==> src/rtl/rdec_pkg.sv <==
package rdec_pkg;

    typedef enum logic [2:0] {
        ST_OFF,
        ST_AMI,
        ST_SUBST,
        ST_DUAL,
        ST_SLICE
    } rail_state_e;

    typedef enum logic [1:0] {
        SUB_NONE,
        SUB_B8ZS,
        SUB_HDB3
    } sub_sel_e;

    typedef struct packed {
        logic pos;
        logic neg;
        logic viol;
    } line_sym_t;

    localparam logic [1:0] MODE_AMI   = 2'b00;
    localparam logic [1:0] MODE_SUBST = 2'b01;
    localparam logic [1:0] MODE_DUAL  = 2'b10;
    localparam logic [1:0] MODE_SLICE = 2'b11;

    localparam int EIGHT_SPAN = 8;
    localparam int FOUR_SPAN  = 4;

    function automatic logic sym_is_space(line_sym_t s);
        return (s == '0);
    endfunction

    function automatic logic sym_is_vmark(line_sym_t s);
        return (s.pos ^ s.neg) & s.viol;
    endfunction

    function automatic logic sym_is_bmark(line_sym_t s);
        return (s.pos ^ s.neg) & ~s.viol;
    endfunction

endpackage

==> src/rtl/rdec_pol_track.sv <==
module rdec_pol_track
    import rdec_pkg::*;
(
    input  logic      clk,
    input  logic      rst_n,
    input  logic      rx_pos,
    input  logic      rx_neg,
    output line_sym_t sym_o
);

    logic seen_mark_q;
    logic last_pos_q;
    logic is_mark;

    assign is_mark = rx_pos ^ rx_neg;

    always_comb begin
        sym_o.pos  = rx_pos;
        sym_o.neg  = rx_neg;
        sym_o.viol = (rx_pos & rx_neg) |
                     (is_mark & seen_mark_q & (rx_pos == last_pos_q));
    end

    always_ff @(posedge clk or negedge rst_n) begin
        if (!rst_n) begin
            seen_mark_q <= 1'b0;
            last_pos_q  <= 1'b0;
        end else if (is_mark) begin
            seen_mark_q <= 1'b1;
            last_pos_q  <= rx_pos;
        end
    end

endmodule

==> src/rtl/rdec_sub_window.sv <==
module rdec_sub_window
    import rdec_pkg::*;
#(
    parameter int WIN_LEN = 8
) (
    input  logic      clk,
    input  logic      rst_n,
    input  sub_sel_e  sub_sel,
    input  line_sym_t sym_i,
    output line_sym_t sym_o
);

    localparam int LAST = WIN_LEN - 1;

    line_sym_t          win_q [WIN_LEN];
    line_sym_t          cand  [WIN_LEN];
    logic [WIN_LEN-1:0] clr_v;
    line_sym_t          out_q;
    logic               hit_eight;
    logic               hit_four;

    always_comb begin
        cand[0] = sym_i;
        for (int i = 1; i < WIN_LEN; i++) begin
            cand[i] = win_q[i-1];
        end
    end

    always_comb begin
        hit_eight = (sub_sel == SUB_B8ZS) &&
                    sym_is_space(cand[7]) && sym_is_space(cand[6]) &&
                    sym_is_space(cand[5]) && sym_is_vmark(cand[4]) &&
                    sym_is_bmark(cand[3]) && sym_is_space(cand[2]) &&
                    sym_is_vmark(cand[1]) && sym_is_bmark(cand[0]);
        hit_four  = (sub_sel == SUB_HDB3) &&
                    sym_is_vmark(cand[0]) && sym_is_space(cand[1]) &&
                    sym_is_space(cand[2]) &&
                    (sym_is_space(cand[3]) || sym_is_bmark(cand[3]));
    end

    generate
        for (genvar g = 0; g < WIN_LEN; g++) begin : g_clr
            localparam logic IN_EIGHT = (g < EIGHT_SPAN);
            localparam logic IN_FOUR  = (g < FOUR_SPAN);
            assign clr_v[g] = (hit_eight & IN_EIGHT) | (hit_four & IN_FOUR);
        end
    endgenerate

    always_ff @(posedge clk or negedge rst_n) begin
        if (!rst_n) begin
            for (int i = 0; i < WIN_LEN; i++) begin
                win_q[i] <= '0;
            end
            out_q <= '0;
        end else begin
            for (int i = 0; i < WIN_LEN; i++) begin
                win_q[i] <= clr_v[i] ? '0 : cand[i];
            end
            out_q <= win_q[LAST];
        end
    end

    assign sym_o = out_q;

    // a flagged violation always carries a pulse
    a_r3_flag_has_pulse: assert property (@(posedge clk) disable iff (!rst_n)
        out_q.viol |-> (out_q.pos || out_q.neg));

    // both rails high is always flagged on leaving the window
    a_r3_dual_high_flagged: assert property (@(posedge clk) disable iff (!rst_n)
        (out_q.pos && out_q.neg) |-> out_q.viol);

endmodule

==> src/rtl/rdec_rail_fsm.sv <==
module rdec_rail_fsm
    import rdec_pkg::*;
(
    input  logic        clk,
    input  logic        rst_n,
    input  logic [1:0]  cfg_mode,
    input  logic        cfg_pwr_down,
    output rail_state_e state_o
);

    rail_state_e state_q;
    rail_state_e state_d;

    always_ff @(posedge clk or negedge rst_n) begin
        if (!rst_n) begin
            state_q <= ST_OFF;
        end else begin
            state_q <= state_d;
        end
    end

    always_comb begin
        state_d = state_q;
        if (cfg_pwr_down) begin
            state_d = ST_OFF;
        end else begin
            unique case (cfg_mode)
                MODE_AMI:   state_d = ST_AMI;
                MODE_SUBST: state_d = ST_SUBST;
                MODE_DUAL:  state_d = ST_DUAL;
                MODE_SLICE: state_d = ST_SLICE;
                default:    state_d = ST_OFF;
            endcase
        end
    end

    assign state_o = state_q;

endmodule

==> src/rtl/rx_line_decoder.sv <==
module rx_line_decoder
    import rdec_pkg::*;
#(
    parameter int WIN_LEN = 8
) (
    input  logic       clk,
    input  logic       rst_n,
    input  logic       rx_pos,
    input  logic       rx_neg,
    input  logic       los_in,
    input  logic [1:0] cfg_mode,
    input  logic       cfg_e1,
    input  logic       cfg_edge_fall,
    input  logic       cfg_data_inv,
    input  logic       cfg_pwr_down,
    output logic       rclk_out,
    output logic       rd_pos,
    output logic       rd_neg,
    output logic       los_out
);

    line_sym_t   line_sym;
    line_sym_t   dec_sym;
    rail_state_e rail_state;
    sub_sel_e    sub_sel;
    logic        settled_q;
    logic        line_clk;

    rdec_pol_track u_track (
        .clk    (clk),
        .rst_n  (rst_n),
        .rx_pos (rx_pos),
        .rx_neg (rx_neg),
        .sym_o  (line_sym)
    );

    rdec_rail_fsm u_fsm (
        .clk          (clk),
        .rst_n        (rst_n),
        .cfg_mode     (cfg_mode),
        .cfg_pwr_down (cfg_pwr_down),
        .state_o      (rail_state)
    );

    always_comb begin
        if (rail_state == ST_SUBST) begin
            sub_sel = cfg_e1 ? SUB_HDB3 : SUB_B8ZS;
        end else begin
            sub_sel = SUB_NONE;
        end
    end

    rdec_sub_window #(
        .WIN_LEN (WIN_LEN)
    ) u_win (
        .clk     (clk),
        .rst_n   (rst_n),
        .sub_sel (sub_sel),
        .sym_i   (line_sym),
        .sym_o   (dec_sym)
    );

    assign line_clk = cfg_edge_fall ? ~clk : clk;

    always_comb begin
        rclk_out = 1'b0;
        rd_pos   = 1'b0;
        rd_neg   = 1'b0;
        los_out  = 1'b0;
        unique case (rail_state)
            ST_OFF: begin
                rclk_out = 1'b0;
            end
            ST_AMI, ST_SUBST: begin
                rclk_out = line_clk;
                rd_pos   = (dec_sym.pos ^ dec_sym.neg) ^ cfg_data_inv;
                rd_neg   = dec_sym.viol;
                los_out  = los_in;
            end
            ST_DUAL: begin
                rclk_out = line_clk;
                rd_pos   = dec_sym.pos ^ cfg_data_inv;
                rd_neg   = dec_sym.neg ^ cfg_data_inv;
                los_out  = los_in;
            end
            ST_SLICE: begin
                rclk_out = rx_pos ^ rx_neg;
                rd_pos   = rx_pos ^ cfg_data_inv;
                rd_neg   = rx_neg ^ cfg_data_inv;
                los_out  = los_in;
            end
            default: begin
                rclk_out = 1'b0;
            end
        endcase
    end

    always_ff @(posedge clk or negedge rst_n) begin
        if (!rst_n) begin
            settled_q <= 1'b0;
        end else begin
            settled_q <= 1'b1;
        end
    end

    // power-down silences every output from the next edge
    a_r10_pd_quiet: assert property (@(posedge clk) disable iff (!rst_n)
        cfg_pwr_down |=> (!rclk_out && !rd_pos && !rd_neg && !los_out));

    // loss of signal passes when powered up
    a_r11_los_follow: assert property (@(posedge clk) disable iff (!rst_n)
        (settled_q && !cfg_pwr_down) |=> (los_out == los_in));

    // pass-through clock is the rail XOR
    a_r7_slice_clock: assert property (@(posedge clk) disable iff (!rst_n)
        (settled_q && !cfg_pwr_down && cfg_mode == MODE_SLICE)
            |=> (rclk_out == (rx_pos ^ rx_neg)));

endmodule

==> config.mk <==
export PLATFORM = sky130hd
export DESIGN_NAME = rx_line_decoder
export DESIGN_NICKNAME = d
export VERILOG_FILES = /design/src/rtl/rdec_pkg.sv /design/src/rtl/rdec_pol_track.sv /design/src/rtl/rdec_sub_window.sv /design/src/rtl/rdec_rail_fsm.sv /design/src/rtl/rx_line_decoder.sv
export SDC_FILE = /design/constraint.sdc
export NUM_CORES = 1
export LEC_CHECK = 0
export BUFFER_PORTS_ARGS = -buffer_cell sky130_fd_sc_hd__buf_2
export CAP_MARGIN = 25
export CORE_ASPECT_RATIO = 1.75
export CORE_MARGIN = 8
export CORE_UTILIZATION = 40
export DETAILED_ROUTE_END_ITERATION = 10
export SETUP_SLACK_MARGIN = 0.1
export SYNTH_ARGS = -nofsm -noshare
export SYNTH_HDL_FRONTEND = slang
export SYNTH_SLANG_ARGS = --single-unit
export TNS_END_PERCENT = 5
==> constraint.sdc <==
create_clock -name clk -period 2.5 [get_ports clk]
set_clock_uncertainty 0.05 [all_clocks]
set_input_delay 0.375 -clock clk [delete_from_list [all_inputs] [get_ports clk]]
set_output_delay 0.375 -clock clk [all_outputs]
set_load 0.02 [all_outputs]
==> results by group, run 1 <==
Drt
  • Via total after detailed routing: 831
  • Number of DRC violations after detailed-routing iteration 0: 19
  • Final routed wire length divided by cell count: 15.1 um
  • Routed wire length: 2.53 mm
  • Average vias per placed instance: 4.98
  • Antenna-violating nets left: 0
  • DRC violations left: 0
  • Detailed-routing iteration count for the pre-antenna-repair pass: 4

Clocking
  • Clock slew seen by the registers of the worst setup and hold paths: 60 ps
  • TritonCTS clock tree: built
  • Setup bufs post-CTS: 0
  • Clk_lat worst skew: 380 ps
  • Hold Buf Count CTS: 0

Power
  • Fraction of power spent switching nets: 0.235
  • Share of total power in the clock network: 0.477
  • P_leak: 0.665 nW
  • Flop pwr share: 0.449
  • Part of the total power dissipated in combinational logic: 0.074
  • Maximum ir drop on the vdd rail: 0.435 mV
  • Switching power of the nets: 0.000310 W
  • Power per cell area: 865 mW/mm^2
  • Internal power: 0.00101 W

Global routing
  • Global-route wire length before repair: 4.45 mm
  • Overflow left after global routing: 0
  • Pin count of the biggest net entering global routing: 33
  • Number of global-route vias before repair: 955
  • Global router's overall resource usage: 0.113
  • Antenna violations before repair: 0

Logic synthesis
  • Cells after synthesis: 114
  • Warnings from Yosys: 0
  • Yosys reg bits: 32
  • Number of distinct standard cells referenced by the synthesized netlist: 31
  • Post-synth top flop: sky130_fd_sc_hd__dfrtp_1
  • Area of the mapped netlist: 0.00131 mm^2
  • Synthesized netlist net count: 127
  • EDFF count, synth: 0
  • Post-synthesis average cell area: 11.4 um^2
  • Fraction of the yosys area taken by sequential cells: 0.614
  • Share of async-settable or async-resettable flops after synthesis: 1.00

Critical path
  • Critical Setup Path Class: clock port to output pin
  • Startpoint of the worst register-to-register path: u_fsm.state_o[2]$_DFF_PN0_
  • Worst Setup SP: clk
  • Worst path required time: 2080 ps
  • Sort of element at the start of the critical path: clock port
  • Worst Path Max Fanout: 2
  • CP endpoint: rclk_out
  • Worst Reg-to-Reg Cells: 5
  • Reg-to-Reg End: u_win.cand[10]$_DFF_PN0_
  • Arrival time of the worst setup path: 1920 ps
  • R2r setup slk: 760 ps
  • Crit end category: output pin

STA
  • Hold slack: -18.0 ps
  • Least setup slack across all paths after layout: 159 ps
  • Number of slew-limit violations in the final report: 0
  • Max_slew headroom: 0.542
  • Setup repair after global routing missed its margin: false
  • Setup TNS Final: 0 ps
  • Setup-failing EPs final: 0
  • Count of endpoints failing hold in the final timing report: 32
  • Slew at the pin closest to its max-slew limit: 687 ps

Placed design
  • Count of port buffers added during placement: 14
  • Detailed-placement wirelength estimate: 1.89 mm
  • Pre-CTS setup slack: 305 ps
  • Routability-driven placement congestion ratio: 0.730

Finish
  • Share of cells above drive strength 1: 0.250
  • # diodes: 0
  • Final #Nets: 136
  • Post-synthesis to final-layout area growth: 17.0%

Floorplanning
  • Io pins: 15
  • Full die area: 0.00542 mm^2
  • Area inside the core boundary: 0.00314 mm^2
  • Initial cell density of the core: 0.415
  • Floorplan die width: 59.2 um
  • Die Y-Extent: 91.6 um
  • Number of rows in the core area: 27

Flow run
  • Max cap viols: 0

Outcome
  • Result of the run: finished, violations left
  • Violations in the final reports: hold timing

Hold path
  • Path category of the worst min-delay check: input pin to asynchronous set/reset pin
==> worst min-delay path by stage <==
stage	from	endpoint	slack, ps	cells past startpoint
2_1_floorplan	rst_n	u_fsm.state_o[0]$_DFF_PN0_	30	0
3_3_place_gp	u_win.win_q[1]$_DFF_PN0_	u_win.sym_o[1]$_DFF_PN0_	280	0
3_5_place_dp	u_win.win_q[2]$_DFF_PN0_	u_win.sym_o[2]$_DFF_PN0_	290	0
4_1_cts	rst_n	u_win.cand[16]$_DFF_PN0_	5	1
5_1_grt	rst_n	u_track.last_pos_q$_DFFE_PN0N_	20	1
6_report	rst_n	u_track.last_pos_q$_DFFE_PN0N_	-20	1
==> per-stage QoR <==
step / instance area [um^2] / instances / total power, W / util
final: 1530 / 167 / 0.00132 / 0.486
after floorplan: 1310 / 114 / 0.000700 / -
after global placement: 1380 / 157 / 0.000739 / 0.438
after global routing: 1530 / 167 / 0.00140 / 0.486
after detailed placement: 1380 / 157 / 0.000745 / 0.438
after CTS: 1520 / 167 / 0.00134 / 0.485
==> critical path, stage by stage <==
cell	delay, ps
sky130_fd_sc_hd__clkbuf_8	110
sky130_fd_sc_hd__xnor2_2	140
sky130_fd_sc_hd__nor3_1	60
sky130_fd_sc_hd__a31o_2	230
sky130_fd_sc_hd__buf_6	130
==> per-layer routing <==
| layer | GRT usage | up-vias | part of all wire |
|---|---|---|---|
| li1 | - | 392 | - |
| met1 | 0.115 | 412 | 0.39 |
| met2 | 0.174 | 21 | 0.55 |
| met3 | 0.0621 | 6 | 0.046 |
| met4 | 0.0703 | 0 | 0.019 |
| met5 | 0 | - | 0 |
==> Yosys cell counts (all sizes together) (2+ instances only) <==
cell	count	area, um^2
nor4	2	12.5
nor3	4	20.0
clkbuf	13	48.8
and2	6	38.8
a21oi	4	20.0
nor2b	8	50.1
nand2b	2	12.5
xor2	3	26.3
nor2	7	26.3
nand2	5	18.8
dfrtp	32	801
a31oi	2	12.5
ha	2	25.0
xnor2	4	35.0
nand4b	2	17.5
o21ai	4	20.0
==> what timing repair did <==
item,CTS,global route
pin swaps,2,0
setup endpoints to repair,1,1
gates resized for setup,3,1
endpoints found under the hold margin,0,0
==> sequential cells by signal, indices dropped and copies added, names as in the netlist <==
register and count:
u_track.last_pos_q 1, u_win.win_q 3, u_track.seen_mark_q 1, u_win.cand 21, u_win.sym_o 3, u_fsm.state_o 3
==> power groups by stage <==
stage	Sequential [W]	Combinational, W	Clock, W
after CTS	0.000593	0.000100	0.000648
after floorplan	0.000590	0.0000730	0.0000373
after global placement	0.000601	0.0000955	0.0000428
after detailed placement	0.000602	0.0000993	0.0000428
final	0.000593	0.0000979	0.000630
after global routing	0.000598	0.000111	0.000688
==> logic make-up after synthesis <==
logic type / share of synthesized area
simple gates: 0.199
flops: 0.614
compound gates: 0.0710
buf+inv: 0.0412
xor+xnor: 0.0470
fa+ha+maj: 0.0192
mux: 0.00863
==> cell type report <==
class	count	area, um^2
flip-flops and latches	32	801
clock buffers	9	111
well taps	43	53.8
repair buffers	13	65.1
fillers	300	1620
multi-input cells	68	460
clock inverters	2	35.0
==> cells in the final DEF (no fill, tap or decap), types with 3 or more instances in the layout <==
cell / n
sky130_fd_sc_hd__clkbuf_8: 7
sky130_fd_sc_hd__nor3_1: 4
sky130_fd_sc_hd__dfrtp_1: 32
sky130_fd_sc_hd__xnor2_1: 3
sky130_fd_sc_hd__xor2_1: 3
sky130_fd_sc_hd__nor2_1: 6
sky130_fd_sc_hd__nand2_1: 5
sky130_fd_sc_hd__buf_2: 13
sky130_fd_sc_hd__nor2b_1: 8
sky130_fd_sc_hd__and2_1: 5
sky130_fd_sc_hd__a21oi_1: 4
sky130_fd_sc_hd__o21ai_0: 4
No activity file was read; power rests on OpenSTA's default activity.
==> run 2, diff against run 1 <==
--- a/config.mk
+++ b/config.mk
@@ -11,6 +11,7 @@
 export CORE_MARGIN = 8
 export CORE_UTILIZATION = 40
 export DETAILED_ROUTE_END_ITERATION = 10
+export RECOVER_POWER = 100
 export SETUP_SLACK_MARGIN = 0.1
 export SYNTH_ARGS = -nofsm -noshare
 export SYNTH_HDL_FRONTEND = slang
==> run 2 against run 1 <==
Net effect:
- the flow finishes with violations (capacitance limit, slew limit)
- worst hold slack better by 140 ps
- utilization is 0.96 points lower
- die area stayed put
- power is 1.6% lower
- count of clock-buffer cells in the layout did not move
- highest routed layer unchanged
- sequential share of layout area grew 1.1 points
- global-route usage did not move
==> results by group, run 2 (synthesis results as in run 1) <==
Drt
  • Final routed wire length divided by cell count: 15.1 um (-0.36%)
  • Antenna-violating nets left: 0 (unchanged)
  • Met1 wire length: 990 um (+1.1%)
  • Average vias per placed instance: 4.94 (-0.72%)
  • Met2 routed WL: 1.38 mm (-0.58%)
  • Via total after detailed routing: 825 (-0.72%)
  • DRC violations left: 0 (unchanged)
  • Detailed-routed wire length on met3: 103 um (-11%)
  • Number of DRC violations after detailed-routing iteration 0: 17 (-2)
  • Detailed-routing iteration count for the pre-antenna-repair pass: 4 (unchanged)
  • Highest metal layer with signal wires: met4
  • Routed wire length: 2.52 mm (-0.36%)

Critical path
  • Sort of element at the start of the critical path: clock port
  • Worst path required time: 2080 ps (about the same)
  • Arrival time of the worst setup path: 1920 ps (about the same)
  • CP cell instances: clkbuf_8 -> xnor2_1 -> nor3_1 -> a31o_2 -> buf_6
  • Worst Path Max Fanout: 2 (unchanged)
  • Critical Setup Path Class: clock port to output pin
  • Slowest stage delay, CP: 230 ps (about the same)
  • Family with the most delay on the worst path: buffers and inverters
  • Critical Path Slowest Stage Cell: sky130_fd_sc_hd__a31o_2
  • Buffers & Inverters on Critical Path: 2 (unchanged)
  • Crit end category: output pin

Power
  • Flop pwr share: 0.455 (+0.006)
  • Share of total power in the clock network: 0.472 (-0.005)
  • Internal power: 0.000997 W (-1.4%)
  • Part of the total power dissipated in combinational logic: 0.072 (-0.002)
  • Fraction of power spent switching nets: 0.233 (-0.00197)
  • Switching power of the nets: 0.000302 W (-2.4%)
  • Maximum ir drop on the vdd rail: 0.427 mV (-1.9%)
  • Power per cell area: 868 mW/mm^2 (+0.36%)
  • P_leak: 0.637 nW (-4.2%)

Finish
  • Final #Nets: 136 (unchanged)
  • Fill cell total of the finished layout: 308 (+2.7%)
  • Max reg flops: 21 (unchanged)
  • Top library cells by usage in the layout, fill and taps aside: sky130_fd_sc_hd__dfrtp_1, sky130_fd_sc_hd__nor2b_1, sky130_fd_sc_hd__buf_2, sky130_fd_sc_hd__nor2_1, sky130_fd_sc_hd__clkbuf_8
  • Most common cell after layout, fill and taps aside: sky130_fd_sc_hd__dfrtp_1
  • Post-synthesis to final-layout area growth: 14.7%
  • Share of cells above drive strength 1: 0.169 (-0.0806)
  • # diodes: 0 (unchanged)

STA
  • Least setup slack across all paths after layout: 151 ps (-8.00 ps)
  • Setup repair after global routing missed its margin: false
  • Number of slew-limit violations in the final report: 33 (+33)
  • Slew at the pin closest to its max-slew limit: 1660 ps (+976 ps)
  • Max_slew headroom: -0.109 (-0.650)
  • Setup-failing EPs final: 0 (unchanged)
  • Count of endpoints failing hold in the final timing report: 0 (-100%)
  • Setup TNS Final: 0 ps (unchanged)

Flow run
  • Max cap viols: 1 (+1)

Clocking
  • Hold Buf Count CTS: 0 (unchanged)
  • TritonCTS clock tree: built
  • Clk_lat worst skew: 380 ps (about the same)
  • Clock slew seen by the registers of the worst setup and hold paths: 60 ps (about the same)
  • Setup bufs post-CTS: 0 (unchanged)

Floorplanning
  • Floorplan die width: 59.2 um (unchanged)
  • Die Y-Extent: 91.6 um (unchanged)
  • Number of rows in the core area: 27 (unchanged)
  • Full die area: 0.00542 mm^2 (unchanged)
  • Area inside the core boundary: 0.00314 mm^2 (unchanged)
  • Initial cell density of the core: 0.415 (unchanged)
  • Io pins: 15 (unchanged)

Global routing
  • Overflow left after global routing: 0 (unchanged)
  • Pin count of the biggest net entering global routing: 33 (unchanged)
  • Number of global-route vias before repair: 955 (unchanged)
  • Global router's overall resource usage: 0.113 (unchanged)
  • Global-route wire length before repair: 4.45 mm (unchanged)
  • Antenna violations before repair: 0 (unchanged)

Placed design
  • Routability-driven placement congestion ratio: 0.730 (unchanged)
  • Detailed-placement wirelength estimate: 1.89 mm (unchanged)
  • Pre-CTS setup slack: 305 ps (unchanged)
  • Count of port buffers added during placement: 14 (unchanged)

Hold path
  • Path category of the worst min-delay check: input pin to register

Outcome
  • Violations in the final reports: capacitance limit, slew limit
  • Result of the run: finished, violations left
-- run 2: cell types whose count changed in the layout (fill, tap and decap cells not counted) --
cell	before	now
sky130_fd_sc_hd__nor4b_2	1	0
sky130_fd_sc_hd__xnor2_2	1	0
sky130_fd_sc_hd__a311oi_2	1	0
sky130_fd_sc_hd__buf_2	13	8
sky130_fd_sc_hd__xnor2_1	3	4
sky130_fd_sc_hd__clkbuf_1	1	6
sky130_fd_sc_hd__nor2_1	6	7
sky130_fd_sc_hd__and2_1	5	0
sky130_fd_sc_hd__a311oi_1	0	1
sky130_fd_sc_hd__and2_2	1	0
sky130_fd_sc_hd__nor4b_1	0	1
sky130_fd_sc_hd__and2_0	0	6
sky130_fd_sc_hd__nor2_2	1	0
-- run 2: worst paths after layout --
path | from | to | slack [ps] | cells after the start
max | clk | rclk_out | 150 | 5
min reg2reg | u_win.win_q[2]$_DFF_PN0_ | u_win.sym_o[2]$_DFF_PN0_ | 300 | 0
min in group asynchronous | rst_n | u_track.last_pos_q$_DFFE_PN0N_ | 360 | 1
max reg2reg | u_fsm.state_o[2]$_DFF_PN0_ | u_win.cand[15]$_DFF_PN0_ | 590 | 5
max in group asynchronous | rst_n | u_win.cand[4]$_DFF_PN0_ | 1070 | 1
min | cfg_mode[0] | u_fsm.state_o[0]$_DFF_PN0_ | 120 | 2
-- run 2: area by class of cell --
cell class	instances	area, um^2	area share
Clock buffer	9	111	0.0744
Clock inverter	2	35.0	0.0234
Multi-Input combinational cell	68	437	0.292
Sequential cell	32	801	0.535
Tap cell	43	53.8	0.0360
Timing Repair Buffer	13	58.8	0.0393
-- run 2: timing repair --
action | in CTS | in global routing
pin swaps | 2 | 0
endpoints found under the setup margin | 1 | 1
resized for setup | 3 | 1
-- run 2: power by group through the flow --
| stage | combinational (W) | clock [W] | sequential, W |
|---|---|---|---|
| after global placement | 0.0000955 | 0.0000428 | 0.000601 |
| after floorplan | 0.0000730 | 0.0000373 | 0.000590 |
| final | 0.0000941 | 0.000614 | 0.000591 |
| after CTS | 0.000100 | 0.000648 | 0.000593 |
| after global routing | 0.000108 | 0.000671 | 0.000597 |
| after detailed placement | 0.0000993 | 0.0000428 | 0.000602 |
-- run 2: per-stage QoR --
step | utilization | instance area, um^2 | hold slack [ps] | total power [W] | cells
6_report | 0.476 | 1500 | 118 | 0.00130 | 167
2_1_floorplan | - | 1310 | 29.4 | 0.000700 | 114
3_3_place_gp | 0.438 | 1380 | 284 | 0.000739 | 157
3_5_place_dp | 0.438 | 1380 | 286 | 0.000745 | 157
4_1_cts | 0.485 | 1520 | 5.46 | 0.00134 | 167
5_1_grt | 0.476 | 1500 | 106 | 0.00138 | 167
-- run 2: routing by layer --
| layer | track usage | vias to the layer above |
|---|---|---|
| met4 | 0.0703 | 0 |
| li1 | - | 392 |
| met5 | 0 | - |
| met2 | 0.174 | 17 |
| met3 | 0.0621 | 6 |
| met1 | 0.115 | 410 |
==> run 3, diff against run 2 <==
--- a/config.mk
+++ b/config.mk
@@ -10,7 +10,9 @@
 export CORE_ASPECT_RATIO = 1.75
 export CORE_MARGIN = 8
 export CORE_UTILIZATION = 40
+export CTS_CLUSTER_DIAMETER = 30
 export DETAILED_ROUTE_END_ITERATION = 10
+export PLACE_DENSITY = 0.7
 export RECOVER_POWER = 100
 export SETUP_SLACK_MARGIN = 0.1
 export SYNTH_ARGS = -nofsm -noshare
==> run 3 against run 2 <==
Net effect:
- the flow still finishes with violations (capacitance limit, slew limit)
- sequential power is essentially flat
- setup slack lost 9.3 ps
- combinational power shrank 0.5%
- count of clock-buffer cells in the layout is the same
- design area grew 0.67%
- critical path type unchanged
- highest routed layer unchanged
==> results by group, run 3 (synthesis results as in run 1) <==
STA
  • Least setup slack across all paths after layout: 142 ps (-9.30 ps)
  • Setup TNS Final: 0 ps (unchanged)
  • Setup repair after global routing missed its margin: false
  • Number of slew-limit violations in the final report: 33 (unchanged)
  • Slew at the pin closest to its max-slew limit: 1590 ps (-69.0 ps)
  • Setup-failing EPs final: 0 (unchanged)
  • Max_slew headroom: -0.0625 (+0.0460)
  • Count of endpoints failing hold in the final timing report: 0 (unchanged)

Global routing
  • Pin count of the biggest net entering global routing: 33 (unchanged)
  • Global-route wire length before repair: 4.02 mm (-9.8%)
  • Global router's overall resource usage: 0.105 (-0.00818)
  • Antenna violations before repair: 0 (unchanged)
  • Number of global-route vias before repair: 956 (+0.10%)
  • Overflow left after global routing: 0 (unchanged)

Placed design
  • Count of port buffers added during placement: 14 (unchanged)
  • Pre-CTS setup slack: 306 ps (+1.42 ps)
  • Routability-driven placement congestion ratio: 0.898 (+23%)
  • Detailed-placement wirelength estimate: 1.84 mm (-2.4%)

Outcome
  • Violations in the final reports: capacitance limit, slew limit
  • Result of the run: finished, violations left

Critical path
  • Slowest stage delay, CP: 170 ps (-60 ps)
  • CP cell instances: clkbuf_8 -> xnor2_2 -> nor3_1 -> a31o_2 -> clkbuf_2
  • Family with the most delay on the worst path: buffers and inverters
  • Crit end category: output pin
  • Critical Setup Path Class: clock port to output pin
  • Critical Path Slowest Stage Cell: sky130_fd_sc_hd__clkbuf_2
  • Sort of element at the start of the critical path: clock port
  • Worst path required time: 2080 ps (about the same)
  • Arrival time of the worst setup path: 1930 ps (about the same)
  • Buffers & Inverters on Critical Path: 2 (unchanged)
  • Worst Path Max Fanout: 2 (unchanged)

Power
  • Flop pwr share: 0.454 (about the same)
  • Share of total power in the clock network: 0.474 (+0.002)
  • Part of the total power dissipated in combinational logic: 0.072 (about the same)
  • P_leak: 0.641 nW (+0.67%)
  • Internal power: 0.000999 W (+0.21%)
  • Fraction of power spent switching nets: 0.233 (+0.000526)
  • Maximum ir drop on the vdd rail: 0.352 mV (-18%)
  • Power per cell area: 865 mW/mm^2 (-0.39%)
  • Switching power of the nets: 0.000304 W (+0.50%)

Drt
  • Via total after detailed routing: 846 (+2.5%)
  • Average vias per placed instance: 5.04 (+1.9%)
  • Number of DRC violations after detailed-routing iteration 0: 10 (-7)
  • DRC violations left: 0 (unchanged)
  • Antenna-violating nets left: 0 (unchanged)
  • Final routed wire length divided by cell count: 14.5 um (-3.9%)
  • Detailed-routing iteration count for the pre-antenna-repair pass: 4 (unchanged)
  • Routed wire length: 2.44 mm (-3.3%)

Floorplanning
  • Number of rows in the core area: 27 (unchanged)
  • Io pins: 15 (unchanged)
  • Die Y-Extent: 91.6 um (unchanged)
  • Floorplan die width: 59.2 um (unchanged)
  • Full die area: 0.00542 mm^2 (unchanged)
  • Area inside the core boundary: 0.00314 mm^2 (unchanged)
  • Initial cell density of the core: 0.415 (unchanged)

Finish
  • Most common cell after layout, fill and taps aside: sky130_fd_sc_hd__dfrtp_1
  • Post-synthesis to final-layout area growth: 15.4%
  • Top library cells by usage in the layout, fill and taps aside: sky130_fd_sc_hd__dfrtp_1, sky130_fd_sc_hd__nor2b_1
  • Share of cells above drive strength 1: 0.168 (-0.00135)
  • Final #Nets: 137 (+0.74%)
  • # diodes: 0 (unchanged)
  • Fill cell total of the finished layout: 300 (-2.6%)
  • Footprint of the multi-input gates: 444 um^2 (+1.7%)
  • Register cell area after layout: 801 um^2 (unchanged)
  • Max reg flops: 21 (unchanged)

Clocking
  • Clock slew seen by the registers of the worst setup and hold paths: 60 ps (about the same)
  • TritonCTS clock tree: built
  • Clk_lat worst skew: 390 ps (about the same)

Hold path
  • Path category of the worst min-delay check: input pin to register

Flow run
  • Max cap viols: 1 (unchanged)
==> run 3: power groups by stage <==
stage	registers, W	clock network (W)	logic (W)
3_5_place_dp	0.000602	0.0000428	0.0000976
2_1_floorplan	0.000590	0.0000373	0.0000730
3_3_place_gp	0.000601	0.0000428	0.0000934
4_1_cts	0.000593	0.000643	0.0000996
5_1_grt	0.000596	0.000669	0.000104
6_report	0.000592	0.000618	0.0000936
==> run 3: area by class of cell <==
type	count	share of cell area
sequential	32	0.532
multi-input combinational	68	0.295
clock buffer	9	0.0698
timing repair buffer	14	0.0449
tap	43	0.0357
clock inverter	2	0.0233
==> run 3: worst paths after layout <==
| path | from | endpoint | slack [ps] | depth (start not counted) |
|---|---|---|---|---|
| worst max-delay path | clk | rclk_out | 140 | 5 |
| worst min-delay path | cfg_mode[0] | u_fsm.state_o[0]$_DFF_PN0_ | 110 | 2 |
| worst max register to register | u_fsm.state_o[2]$_DFF_PN0_ | u_win.cand[15]$_DFF_PN0_ | 590 | 5 |
| worst min register to register | u_win.win_q[2]$_DFF_PN0_ | u_win.sym_o[2]$_DFF_PN0_ | 300 | 0 |
| max in group asynchronous | rst_n | u_win.cand[16]$_DFF_PN0_ | 600 | 2 |
| min in group asynchronous | rst_n | u_win.cand[3]$_DFF_PN0_ | 870 | 2 |
==> run 3: timing repair <==
item / 4_1_cts / 5_1_grt
hold endpoints to repair: 32 / 0
endpoints found under the setup margin: 1 / 0
buffers inserted: 0 / 0
hold buffers: 1 / 0
gates resized for setup: 3 / 0
==> run 3: through the flow <==
step	cells	utilization	hold slack (ps)	total power (W)	cell area, um^2
2_1_floorplan	114	-	29.4	0.000700	1310
3_3_place_gp	157	0.438	285	0.000737	1380
3_5_place_dp	157	0.438	285	0.000742	1380
4_1_cts	168	0.488	101	0.00134	1530
5_1_grt	168	0.479	93.3	0.00137	1510
6_report	168	0.479	105	0.00130	1510
==> run 3: routing by layer <==
layer	track usage	part of all wire
met1	0.0866	0.36
met2	0.170	0.52
met3	0.0565	0.071
met4	0.0944	0.043
met5	0	0
==> run 3: worst register-to-register path, stage by stage, from the launching register on <==
cell and delay, ps:
sky130_fd_sc_hd__dfrtp_1 470, sky130_fd_sc_hd__nand2b_1 230, sky130_fd_sc_hd__nand4b_1 240, sky130_fd_sc_hd__a311oi_1 370, sky130_fd_sc_hd__and2_0 330, sky130_fd_sc_hd__nor2b_1 90
